$ cat src/rtl/sf_pkg.sv
package sf_pkg;
  // Number of integrator / differentiator pairs (sinc order before the fast term).
  localparam int SF_ORDER    = 2;
  // Output-rate lag of the added term (1 + z^-LAG at the decimated rate).
  localparam int SF_FAST_LAG = 2;
  // Output words needed before a word depends only on in-run bits.
  localparam int SF_SETTLE_WORDS = SF_ORDER + SF_FAST_LAG;
endpackage

$ cat src/rtl/sf_rst_sync.sv
module sf_rst_sync (
  input  logic clk,
  input  logic rst_n,
  output logic rst_s_n
);
  logic q0_q;
  logic q1_q;

  always_ff @(posedge clk or negedge rst_n) begin
    if (!rst_n) begin
      q0_q <= 1'b0;
      q1_q <= 1'b0;
    end else begin
      q0_q <= 1'b1;
      q1_q <= q0_q;
    end
  end

  assign rst_s_n = q1_q;
endmodule

$ cat src/rtl/sf_ctrl.sv
module sf_ctrl #(
  parameter int OSRW        = 9,
  parameter int OSR_MIN     = 16,
  parameter int OSR_MAX     = 256,
  parameter int SETTLE_LAST = 3,
  localparam int NW         = $clog2(SETTLE_LAST + 2)
) (
  input  logic            clk,
  input  logic            rst_s_n,
  input  logic [OSRW-1:0] osr_i,
  output logic [OSRW-1:0] osr_act,
  output logic            restart,
  output logic            tick,
  output logic            last_word
);
  logic [OSRW-1:0] osr_req;
  logic [OSRW-1:0] osr_q, osr_d;
  logic [OSRW-1:0] cnt_q, cnt_d;
  logic [NW-1:0]   nout_q, nout_d;

  // Next-state logic
  always_comb begin
    if (osr_i < OSRW'(OSR_MIN))      osr_req = OSRW'(OSR_MIN);
    else if (osr_i > OSRW'(OSR_MAX)) osr_req = OSRW'(OSR_MAX);
    else                             osr_req = osr_i;

    restart   = (osr_req != osr_q);
    tick      = !restart && (cnt_q == (osr_q - OSRW'(1)));
    last_word = (nout_q == NW'(SETTLE_LAST));

    osr_d  = restart ? osr_req : osr_q;
    cnt_d  = (restart || tick) ? '0 : cnt_q + OSRW'(1);
    nout_d = nout_q;
    if (restart)                 nout_d = '0;
    else if (tick && !last_word) nout_d = nout_q + NW'(1);
  end

  // Registers; the ratio resets to 0 so the first running edge always loads it
  always_ff @(posedge clk or negedge rst_s_n) begin
    if (!rst_s_n) begin
      osr_q  <= '0;
      cnt_q  <= '0;
      nout_q <= '0;
    end else begin
      osr_q  <= osr_d;
      cnt_q  <= cnt_d;
      nout_q <= nout_d;
    end
  end

  assign osr_act = osr_q;
endmodule

$ cat src/rtl/sf_integ.sv
module sf_integ #(
  parameter int W     = 18,
  parameter int ORDER = 2
) (
  input  logic         clk,
  input  logic         rst_s_n,
  input  logic         clr,
  input  logic         en,
  input  logic         bit_i,
  output logic [W-1:0] sum_n
);
  logic [W-1:0] acc_q [ORDER];
  logic [W-1:0] acc_n [ORDER];
  logic [W-1:0] feed  [ORDER+1];

  assign feed[0] = {{(W-1){1'b0}}, bit_i};

  // Cascaded running sums; each stage adds the updated value of the one before,
  // so the final next value includes the bit of the current edge.
  for (genvar j = 0; j < ORDER; j++) begin : g_stage
    assign acc_n[j]  = acc_q[j] + feed[j];
    assign feed[j+1] = acc_n[j];

    always_ff @(posedge clk or negedge rst_s_n) begin
      if (!rst_s_n)  acc_q[j] <= '0;
      else if (clr)  acc_q[j] <= '0;
      else if (en)   acc_q[j] <= acc_n[j];
    end
  end

  assign sum_n = acc_n[ORDER-1];
endmodule

$ cat src/rtl/sf_comb.sv
module sf_comb #(
  parameter int W     = 18,
  parameter int ORDER = 2,
  parameter int LAG   = 2
) (
  input  logic         clk,
  input  logic         rst_s_n,
  input  logic         clr,
  input  logic         tick,
  input  logic         settled_in,
  input  logic [W-1:0] din,
  output logic [W-1:0] dout,
  output logic         valid,
  output logic         settled
);
  logic [W-1:0] prev_q [ORDER];
  logic [W-1:0] stage  [ORDER+1];
  logic [W-1:0] hist_q [LAG];
  logic [W-1:0] y2;
  logic [W-1:0] y_full;
  logic [W-1:0] dout_q, dout_d;
  logic         valid_q;
  logic         settled_q, settled_d;

  assign stage[0] = din;

  // Output-rate differences
  for (genvar j = 0; j < ORDER; j++) begin : g_diff
    assign stage[j+1] = stage[j] - prev_q[j];

    always_ff @(posedge clk or negedge rst_s_n) begin
      if (!rst_s_n)   prev_q[j] <= '0;
      else if (clr)   prev_q[j] <= '0;
      else if (tick)  prev_q[j] <= stage[j];
    end
  end

  assign y2 = stage[ORDER];

  // History of sinc^2 words for the added term
  for (genvar i = 0; i < LAG; i++) begin : g_hist
    always_ff @(posedge clk or negedge rst_s_n) begin
      if (!rst_s_n)   hist_q[i] <= '0;
      else if (clr)   hist_q[i] <= '0;
      else if (tick)  hist_q[i] <= (i == 0) ? y2 : hist_q[(i == 0) ? 0 : i-1];
    end
  end

  always_comb begin
    y_full    = y2 + hist_q[LAG-1];
    dout_d    = tick ? y_full : dout_q;
    settled_d = settled_q;
    if (clr)       settled_d = 1'b0;
    else if (tick) settled_d = settled_in;
  end

  always_ff @(posedge clk or negedge rst_s_n) begin
    if (!rst_s_n) begin
      dout_q    <= '0;
      valid_q   <= 1'b0;
      settled_q <= 1'b0;
    end else begin
      dout_q    <= dout_d;
      valid_q   <= tick;
      settled_q <= settled_d;
    end
  end

  assign dout    = dout_q;
  assign valid   = valid_q;
  assign settled = settled_q;
endmodule

$ cat src/rtl/sincfast_decim.sv
module sincfast_decim
  import sf_pkg::*;
#(
  parameter int OSR_LOG2_MAX = 8,
  parameter int OSR_MIN      = 16,
  parameter int ORDER        = SF_ORDER,
  parameter int FAST_LAG     = SF_FAST_LAG,
  localparam int OSRW        = OSR_LOG2_MAX + 1,
  localparam int W           = ORDER * OSR_LOG2_MAX + 2,
  localparam int OSR_MAX     = 1 << OSR_LOG2_MAX
) (
  input  logic            clk,
  input  logic            rst_n,
  input  logic [OSRW-1:0] osr_i,
  input  logic            bit_i,
  output logic [W-1:0]    dout_o,
  output logic            valid_o,
  output logic            settled_o
);
  logic            rst_s_n;
  logic [OSRW-1:0] osr_act;
  logic            restart;
  logic            tick;
  logic            last_word;
  logic [W-1:0]    sum_n;

  sf_rst_sync u_rst (
    .clk     (clk),
    .rst_n   (rst_n),
    .rst_s_n (rst_s_n)
  );

  sf_ctrl #(
    .OSRW        (OSRW),
    .OSR_MIN     (OSR_MIN),
    .OSR_MAX     (OSR_MAX),
    .SETTLE_LAST (ORDER + FAST_LAG - 1)
  ) u_ctrl (
    .clk       (clk),
    .rst_s_n   (rst_s_n),
    .osr_i     (osr_i),
    .osr_act   (osr_act),
    .restart   (restart),
    .tick      (tick),
    .last_word (last_word)
  );

  sf_integ #(
    .W     (W),
    .ORDER (ORDER)
  ) u_integ (
    .clk     (clk),
    .rst_s_n (rst_s_n),
    .clr     (restart),
    .en      (!restart),
    .bit_i   (bit_i),
    .sum_n   (sum_n)
  );

  sf_comb #(
    .W     (W),
    .ORDER (ORDER),
    .LAG   (FAST_LAG)
  ) u_comb (
    .clk        (clk),
    .rst_s_n    (rst_s_n),
    .clr        (restart),
    .tick       (tick),
    .settled_in (last_word),
    .din        (sum_n),
    .dout       (dout_o),
    .valid      (valid_o),
    .settled    (settled_o)
  );
endmodule

$ cat config.mk
export PLATFORM = sky130hd
export DESIGN_NAME = sincfast_decim
export DESIGN_NICKNAME = d
export VERILOG_FILES = /design/src/rtl/sf_pkg.sv /design/src/rtl/sf_rst_sync.sv /design/src/rtl/sf_ctrl.sv /design/src/rtl/sf_integ.sv /design/src/rtl/sf_comb.sv /design/src/rtl/sincfast_decim.sv
export SDC_FILE = /design/constraint.sdc
export NUM_CORES = 1
export LEC_CHECK = 0
export CAP_MARGIN = 5
export CORE_MARGIN = 2
export CORE_UTILIZATION = 62
export CTS_CLUSTER_SIZE = 25
export DETAILED_ROUTE_END_ITERATION = 7
export HOLD_SLACK_MARGIN = 0.03
export PLACE_DENSITY = 0.82
export SYNTH_ARGS = -nofsm -noshare
export SYNTH_HDL_FRONTEND = slang
export SYNTH_SLANG_ARGS = --single-unit
$ cat constraint.sdc
create_clock -name clk -period 5.89 [get_ports clk]
set_input_delay 1.178 -clock clk [delete_from_list [all_inputs] [get_ports clk]]
set_output_delay 1.178 -clock clk [all_outputs]
set_load 0.01 [all_outputs]
Yosys cells after proc, flatten, opt, wreduce, memory -nomap -nowiden
Index checks and enable logic that the tools add are counted.
{"block": "totals", "word_cells": 51, "out_inout_bits": 20, "reg_bits": 151}
{"block": "classes", "addsub": 8, "n_mux": 17, "reduce_logical": 7, "magnitude_cmp": 2, "eq_ne": 3}
{"op": "18-bit 2-to-1 mux", "n": 10}
{"op": "18-bit adder", "n": 2}
{"op": "18-bit subtractor", "n": 2}
{"op": "9-bit 2-to-1 mux", "n": 3}
{"op": "18-bit by 1-bit adder with 18-bit output", "n": 1}
{"op": "9-bit by 1-bit adder with 9-bit output (second input constant)", "n": 1}
{"op": "9-bit == test", "n": 1}
{"op": "9-bit > comparator (second input constant)", "n": 1}
{"op": "9-bit by 5-bit < comparator with 1-bit output (second input constant)", "n": 1}
{"op": "9-bit inequality test", "n": 1}
{"op": "9-bit by 1-bit subtractor with 9-bit output (second input constant)", "n": 1}
{"op": "3-bit 2-to-1 mux", "n": 2}
{"op": "2-bit nonzero test", "n": 2}
{"op": "3-bit by 1-bit adder with 3-bit output (second input constant)", "n": 1}
{"op": "3-bit by 2-bit == test with 1-bit output (second input constant)", "n": 1}
{"op": "1-bit logical AND", "n": 2}
{"op": "1-bit zero test", "n": 2}
{"op": "1-bit 2-to-1 mux", "n": 2}
{"op": "1-bit logical OR", "n": 1}

Logic depth before layout (Yosys ltp)
Gate-level depths: netlist of the first run.
{"block": "logic_depth", "ltp_word": 9, "depth_mapped": 35, "mapped_depth_nobuf": 34}

Cells and area by module
Synthesis of the first run repeated with hierarchy kept, for this count alone.
{"block": "unflattened", "hier_cells": 1074, "hier_area_um2": 10251.1}
{"module": "sf_comb", "cells_per_inst": 614, "seq_area_each_um2": 2302.2, "instances": 1, "area_each_um2": 6008.3}
{"module": "sf_integ", "cells_per_inst": 302, "seq_area_each_um2": 900.9, "instances": 1, "area_each_um2": 2751.4}
{"module": "sf_ctrl", "cells_per_inst": 154, "seq_area_each_um2": 525.5, "instances": 1, "area_each_um2": 1433.9}
{"module": "sf_rst_sync", "cells_per_inst": 3, "seq_area_each_um2": 50.0, "instances": 1, "area_each_um2": 53.8}
{"module": "sincfast_decim", "cells_per_inst": 1, "seq_area_each_um2": 0.0, "instances": 1, "area_each_um2": 3.8}

Least setup slack after synthesis of the first run
OpenSTA, ideal clock, no wires.
{"block": "synth_timing", "path_kind": "input port to flip-flop", "from": "input port bit_i", "to": "register u_comb.dout_q[17] (netlist: u_comb.dout[17])", "required_ns": 5.758, "arrival_ns": 7.162, "cell_stages": 32, "slack_ns": -1.404, "path_cell_list": "ha_1 -> ha_1 -> inv_1 -> fa_1 -> nor2b_1 -> o21ai_1 -> a21oi_1 -> o21ai_1 -> nor2b_1 -> xnor2_1 -> ha_1 -> or4_4 -> o21a_1 -> a21o_1 -> a21o_1 -> a21o_1 -> a21oi_1 -> xnor2_1 -> ha_1 -> and4_1 -> a221o_1 -> nor2_1 -> a21oi_1 -> nor2_1 -> xnor2_1 -> ha_1 -> and3_1 -> a211o_1 -> a21oi_1 -> xnor2_1 -> xnor2_1 -> o21ai_1"}
{"block": "synth_between", "elab_chain_len": 5}
{"element": "start, declared", "line": "sincfast_decim.sv:15", "text": "input logic bit_i,"}
{"element": "18-bit by 1-bit adder with 18-bit output", "line": "sf_integ.sv:21", "text": "assign acc_n[j] = acc_q[j] + feed[j];"}
{"element": "18-bit adder", "line": "sf_integ.sv:21"}
{"element": "18-bit subtractor (2 in a row)", "line": "sf_comb.sv:29", "text": "assign stage[j+1] = stage[j] - prev_q[j];"}
{"element": "18-bit adder", "line": "sf_comb.sv:50", "text": "y_full = y2 + hist_q[LAG-1];"}
{"element": "end signal, assigned", "line": "sf_comb.sv:63", "text": "dout_q <= dout_d;"}
{"element": "end, declared", "line": "sf_comb.sv:21", "text": "logic [W-1:0] dout_q, dout_d;"}
No other way between the ends.
A chain may end at the register's enable or synchronous reset.

Worst setup path in the final report of the first run
{"block": "layout_timing", "from": "input port bit_i", "to": "register u_comb.dout_q[16] (netlist: u_comb.dout[16])"}
The elaborated chain is that of the path after synthesis.

==> results.yml, run 1 <==
yosys:
  synth_commonest_cells: "nand2_1, dfrtp_1, a21oi_1"
  synth_cell_types: 60
  synth-edff-count: 0
  ys_ff_latch: 151
  synthTopCellsByArea: "dfrtp_1, ha_1, nand2_1, xnor2_1, a21oi_1"
  syn_nets: 1154
  yosysTopAreaCellShare_pct: 40.2
  synthFlopType: "dfrtp_1"
  yosys.cell_count.top_type: "nand2_1"
  ys_async_sr_fraction_pct: 100
  synth_area_leader_cell: "dfrtp_1"
  avgSynthCellArea_um2: 8.87
  postSynthCellCount: 1059
  yosys_warnings: 0
  ys_seq_area_share_pct: 40.2
  synth_area_mm2: 0.00940
timing:
  hold_violations: 0
  tns_ns: -7.60
  fmax_mhz: 139
  period_share_pct: 123
  worst_pin_slew_ns: 1.12
  fin_skew_ns: 0.0117
  post-route-min-period_ns: 7.22
  setup_viol: 15
  whs_ns: 0.351
  drv_slew: 0
  fin_ws_ns: -1.33
  slew_headroom_pct: 25.5
  rsz0062_at_grt: "true"
flow_run:
  max-cap-violations: 0
final_layout:
  antenna_cells: 0
  nets: 1360
  areaGrowthSynthToFinish_pct: 36.3
  drive_above_1_share_pct: 27.9
cts:
  clkSlewWorstSetupHoldPaths_ns: 0.08
  worst_skew_pair.late_latency_ns: 0.45
  cts_hold_buffers: 0
  cts_sinks: 151
  cts_htree_levels: 4
  cts_tree: "done"
  cts_buffers: 17
  root_buffer: "clkbuf_16"
  clk_path_buf_depth: 2
critical_path:
  worstPathArrival_ns: 7.55
  worst_path_largest_cell_delay_ns: 0.42
  rrSetupSlack_ns: -0.91
  cp_slowest_cell: "or4_4"
  critPathMaxFanout: 3
  crit_type: "in -> reg"
  reg2reg_depth: 32
  endpoint_kind: "register"
  r2r_start: "u_integ.acc_q[18]$_DFF_PN0_"
  cpMostUsedCell: "a21o_1"
  r2r_end: "u_comb.dout[16]$_DFFE_PN0P_"
  worstSetupStartpointType: "primary input"
  critPathRequiredTime_ns: 6.22
route:
  drt_iter0_drc: 1056
  met1_length_mm: 11.4
  wl_mm: 33.6
  vias_per_cell: 6.60
  wl_met3_mm: 2.84
  firstDrtPassIters: 7
  routedWlPerCell_um: 23.0
  vias: 9651
  ant_nets: 0
  routed-wl-met2_mm: 16.5
  top_layer: "met4"
  detail_route.drc_violations: 0
grt:
  grt.overflow.total: 0
  grt_pass1_vias: 8929
  antenna_found_initial: 0
  grt_max_degree: 83
  grtUsageTotal_pct: 33.0
  grt_first_pass_wirelength_mm: 42.8
placed_design:
  portBuffers: 31
  place_ws_ns: -1.82
  dp_hpwl_mm: 15.5
  gp_congestion: 0.915
floorplanning:
  start_util_pct: 64.2
  io_pins: 32
  core_mm2: 0.0146
  die_area_mm2: 0.0162
  die_w_um: 127
  fp-row-count: 44
  die_y_um: 127
worst_hold_path:
  holdCritPathClass: "reg -> reg"
  hp-start: "u_rst.q0_q$_DFF_PN0_"
  worstHoldPathCells: 0
  min_to: "u_rst.rst_s_n$_DFF_PN0_"
outcome:
  outcome: "complete, but fails checks"
  violations: "setup timing"
power_and_ir_drop:
  power.density_mw_per_mm2: 189
  power.leakage_nw: 5.84
  switching_power_w: 0.000613
  combPwrFrac_pct: 6.4
  total_power_w: 0.00242
  p_sw_share_pct: 25.4
  seqPwrFrac_pct: 43.8
  ir_drop_mv: 0.254
  p_int_w: 0.00180
  pwr-share-clk_pct: 49.9
[layout make-up]
type	instances	area, µm²
clock inverter	14	184
timing repair buffer	225	1820
clock buffer	18	439
sequential	151	3780
multi-input combinational	807	6110
inverter	63	236
tap	184	230
fill	592	1840
[critical path: cells and delay by family]
kind	cells	cell delay (ns)
AO/OA/AOI/OAI	16	2.98
buffers and inverters	4	0.40
AND/OR/NAND/NOR	3	0.69
adder cells (fa/ha/maj)	6	1.60
XOR/XNOR	4	0.68
[timing repair]
| item | CTS | global route |
|---|---|---|
| setup buffers | 17 | 20 |
| gates cloned | 0 | 0 |
| setup endpoints to repair | 17 | 15 |
| resized for setup | 51 | 97 |
| pin swaps | 40 | 66 |
[registers in the layout, summed over array words and instances, names as in the netlist]
name            cells
u_comb.dout        18
u_comb.hist_q      36
u_comb.prev_q      36
u_comb.settled      1
u_comb.valid        1
u_ctrl.cnt_q        9
u_ctrl.nout_q       3
u_ctrl.osr_act      9
u_integ.acc_q      36
u_rst.q0_q          1
u_rst.rst_s_n       1
[power by group through the flow]
| stage | Combinational [W] | Clock [W] | Sequential [W] |
|---|---|---|---|
| detailed placement | 0.000118 | 0 | 0.00108 |
| finish | 0.000154 | 0.00120 | 0.00106 |
| global placement | 0.000115 | 0 | 0.00108 |
| global route | 0.000164 | 0.00123 | 0.00106 |
| floorplan | 0.0000674 | 0 | 0.00108 |
| CTS | 0.000128 | 0.00118 | 0.00106 |
[worst max-delay path by stage]
stage	from	end	slack (ns)	cells past startpoint
floorplan	bit_i	u_comb.dout[17]$_DFFE_PN0P_	-0.99	32
global placement	bit_i	u_comb.dout[17]$_DFFE_PN0P_	-1.59	33
detailed placement	bit_i	u_comb.dout[17]$_DFFE_PN0P_	-1.82	33
CTS	bit_i	u_comb.dout[17]$_DFFE_PN0P_	-0.77	33
global route	bit_i	u_comb.dout[16]$_DFFE_PN0P_	-1.41	35
finish	bit_i	u_comb.dout[16]$_DFFE_PN0P_	-1.33	33
[routing by layer]
metal / up-vias / GRT usage [%]
li1: 3999 / -
met3: 308 / 5.78
met5: - / 0
met1: 4546 / 39.5
met4: 0 / 17.4
met2: 798 / 57.1
[stage by stage]
step	instances	util [%]	area (µm²)
after detailed placement	1400	76.1	11100
after global placement	1400	76.1	11100
final	1462	87.4	12800
after CTS	1448	83.0	12200
after floorplan	1059	-	9520
after global routing	1462	87.4	12800
[layout by cell type (no fill, tap or decap), drive strengths merged, types with 7 or more instances in the layout]
cell type,n
a21oi,110
buf,195
nor4,7
nor3,16
clkdlybuf4s50,30
nand2,165
and2,20
a211oi,8
nor2b,27
o211ai,8
o21a,16
nor2,83
a21o,16
o21ai,46
nand2b,10
and3,10
dfrtp,151
ha,79
clkbuf,18
xor2,34
inv,72
nand3,24
xnor2,67
[kinds of logic (layout without fill, tap and decap cells)]
| family | Yosys count | after routing | share of synthesized area (%) |
|---|---|---|---|
| and+or+nand+nor | 379 | 379 | 18.7 |
| AOI/OAI and AO/OA | 237 | 237 | 15.2 |
| DFF | 151 | 151 | 40.2 |
| xor gates and xnor gates | 101 | 101 | 9.57 |
| buffers and inverters | 101 | 320 | 4.25 |
| adders and majority gates | 83 | 83 | 11.4 |
| muxes | 6 | 6 | 0.639 |
| other | 1 | 1 | 0.0399 |
Power figures use the tool's default switching activity.
==> inputs of run 2 (changes only) <==
--- a/config.mk
+++ b/config.mk
@@ -5,7 +5,7 @@
 export SDC_FILE = /design/constraint.sdc
 export NUM_CORES = 1
 export LEC_CHECK = 0
-export CAP_MARGIN = 5
+export CAP_MARGIN = 20
 export CORE_MARGIN = 2
 export CORE_UTILIZATION = 62
 export CTS_CLUSTER_SIZE = 25
==> run 2 against run 1 <==
Against the previous run:
- worst setup slack worse by 0.018 ns
- clock skew about the same
- the run still ends with setup timing left
- register-to-register slack about the same
- first-iteration DRC count up 11%
- sequential share of layout area down 0.081 points
- clock power about the same
- worst hold slack worse by 0.00059 ns
- utilization up 0.24 points
==> results.yml, run 2 (synthesized netlist as in run 1, its figures left out) <==
final_layout:
  largest_registers: "u_comb.hist_q x36, u_comb.prev_q x36, u_integ.acc_q x36"
  stdcell_count: 1464
  mostFrequentLayoutCells: "buf_4, nand2_1, dfrtp_1"
  nets: 1362
  fillers: 569
  drive_above_1_share_pct: 28.0
  fin_area_mm2: 0.0128
  layout.cells.most_common: "buf_4"
  antenna_cells: 0
  areaGrowthSynthToFinish_pct: 36.6
cts:
  cts_tree: "done"
  cts_hold_buffers: 0
  cts_htree_levels: 4
  clkSlewWorstSetupHoldPaths_ns: 0.07
  root_buffer: "clkbuf_16"
  cts_sinks: 151
  clk_path_buf_depth: 2
  cts_buffers: 17
  worst_skew_pair.late_latency_ns: 0.46
critical_path:
  critPathRequiredTime_ns: 6.22
  r2r_start: "u_integ.acc_q[18]$_DFF_PN0_"
  crit_type: "in -> reg"
  reg2reg_depth: 34
  cp_slowest_cell: "a221o_1"
  worstPathArrival_ns: 7.57
  endpoint: "u_comb.dout[16]$_DFFE_PN0P_"
  cp-startpoint: "bit_i"
  critPathMaxFanout: 5
  r2r_end: "u_comb.dout[16]$_DFFE_PN0P_"
  endpoint_kind: "register"
  rrSetupSlack_ns: -0.91
  worstSetupStartpointType: "primary input"
  worst_path_largest_cell_delay_ns: 0.36
placed_design:
  placed_cell_area_mm2: 0.0111
  gp_congestion: 0.915
  dp_hpwl_mm: 15.5
  portBuffers: 31
  place_ws_ns: -1.82
  dp.cells: 1400
power_and_ir_drop:
  power.leakage_nw: 5.86
  power.density_mw_per_mm2: 188
  ir_drop_mv: 0.247
floorplanning:
  core_mm2: 0.0146
  die_w_um: 127
  start_util_pct: 64.2
  fp-row-count: 44
  die_area_mm2: 0.0162
  io_pins: 32
  die_y_um: 127
timing:
  period_share_pct: 123
  post-route-min-period_ns: 7.23
  drv_slew: 0
  slew_headroom_pct: 25.0
  tns_ns: -7.45
  hold_violations: 0
  worst_pin_slew_ns: 1.12
  setup_viol: 13
  fin_ws_ns: -1.34
  fin_skew_ns: 0.0118
  rsz0062_at_grt: "true"
  fmax_mhz: 138
grt:
  antenna_found_initial: 0
  grt_pass1_vias: 8929
  grt_max_degree: 83
  grtUsageTotal_pct: 33.0
  grt.overflow.total: 0
  grt_first_pass_wirelength_mm: 42.8
route:
  vias: 9620
  vias_per_cell: 6.57
  drt_iter0_drc: 1170
  routedWlPerCell_um: 23.1
  firstDrtPassIters: 6
  detail_route.drc_violations: 0
  wl_mm: 33.8
  ant_nets: 0
flow_run:
  max-cap-violations: 0
worst_hold_path:
  holdCritPathClass: "reg -> reg"
outcome:
  violations: "setup timing"
  outcome: "complete, but fails checks"
-- run 2: cell count changes in the layout (fill, tap and decap cells not counted), sizes merged --
cell | previous run | this run
buf | 195 | 197
-- run 2: per-stage QoR --
step | power, W | hold slack [ns] | utilization (%)
5_1_grt | 0.00246 | 0.363 | 87.7
6_report | 0.00242 | 0.350 | 87.7
4_1_cts | 0.00237 | 0.353 | 83.0
3_5_place_dp | 0.00120 | 0.343 | 76.1
3_3_place_gp | 0.00119 | 0.338 | 76.1
2_1_floorplan | 0.00115 | 0.331 | -
-- run 2: worst min-delay path by stage --
stage                         start                       to  cells after the start
6_report       u_rst.q0_q$_DFF_PN0_  u_rst.rst_s_n$_DFF_PN0_                      0
5_1_grt        u_rst.q0_q$_DFF_PN0_  u_rst.rst_s_n$_DFF_PN0_                      0
4_1_cts        u_rst.q0_q$_DFF_PN0_  u_rst.rst_s_n$_DFF_PN0_                      0
3_5_place_dp   u_rst.q0_q$_DFF_PN0_  u_rst.rst_s_n$_DFF_PN0_                      0
3_3_place_gp   u_rst.q0_q$_DFF_PN0_  u_rst.rst_s_n$_DFF_PN0_                      0
2_1_floorplan  u_rst.q0_q$_DFF_PN0_  u_rst.rst_s_n$_DFF_PN0_                      0
-- run 2: repair_timing --
item                       CTS  global route
setup endpoints to repair   17            15
hold endpoints to repair     0             0
resized for setup           51            97
setup buffers               17            21
pin swaps                   40            67
-- run 2: report_power, final --
part | switching [W] | internal [W]
Clock | 0.000513 | 0.000691
Sequential | 0.0000159 | 0.00104
Combinational | 0.0000842 | 0.0000714
Total | 0.000613 | 0.00180
-- run 2: area by class of cell --
class / count / area, µm² / share of cell area (%)
Timing Repair Buffer: 227 / 1860 / 14.5
Sequential cell: 151 / 3780 / 29.5
Inverter: 63 / 236 / 1.84
Clock buffer: 18 / 439 / 3.42
Tap cell: 184 / 230 / 1.79
Multi-Input combinational cell: 807 / 6110 / 47.6
Clock inverter: 14 / 184 / 1.43
-- run 2: routing by layer --
metal	vias up	wire length, µm	track usage [%]
met2	712	16500	57.1
met4	0	2960	17.4
met3	306	2840	5.78
met1	4592	11500	39.5
li1	4010	-	-
met5	-	0	0
-- run 2: critical path, delay by kind of cell --
| kind | cells | cell delay [ns] |
|---|---|---|
| AND/OR/NAND/NOR | 4 | 0.43 |
| adder cells (fa/ha/maj) | 6 | 1.44 |
| AO/OA/AOI/OAI | 14 | 2.85 |
| buffers and inverters | 7 | 0.89 |
| XOR/XNOR | 4 | 0.76 |
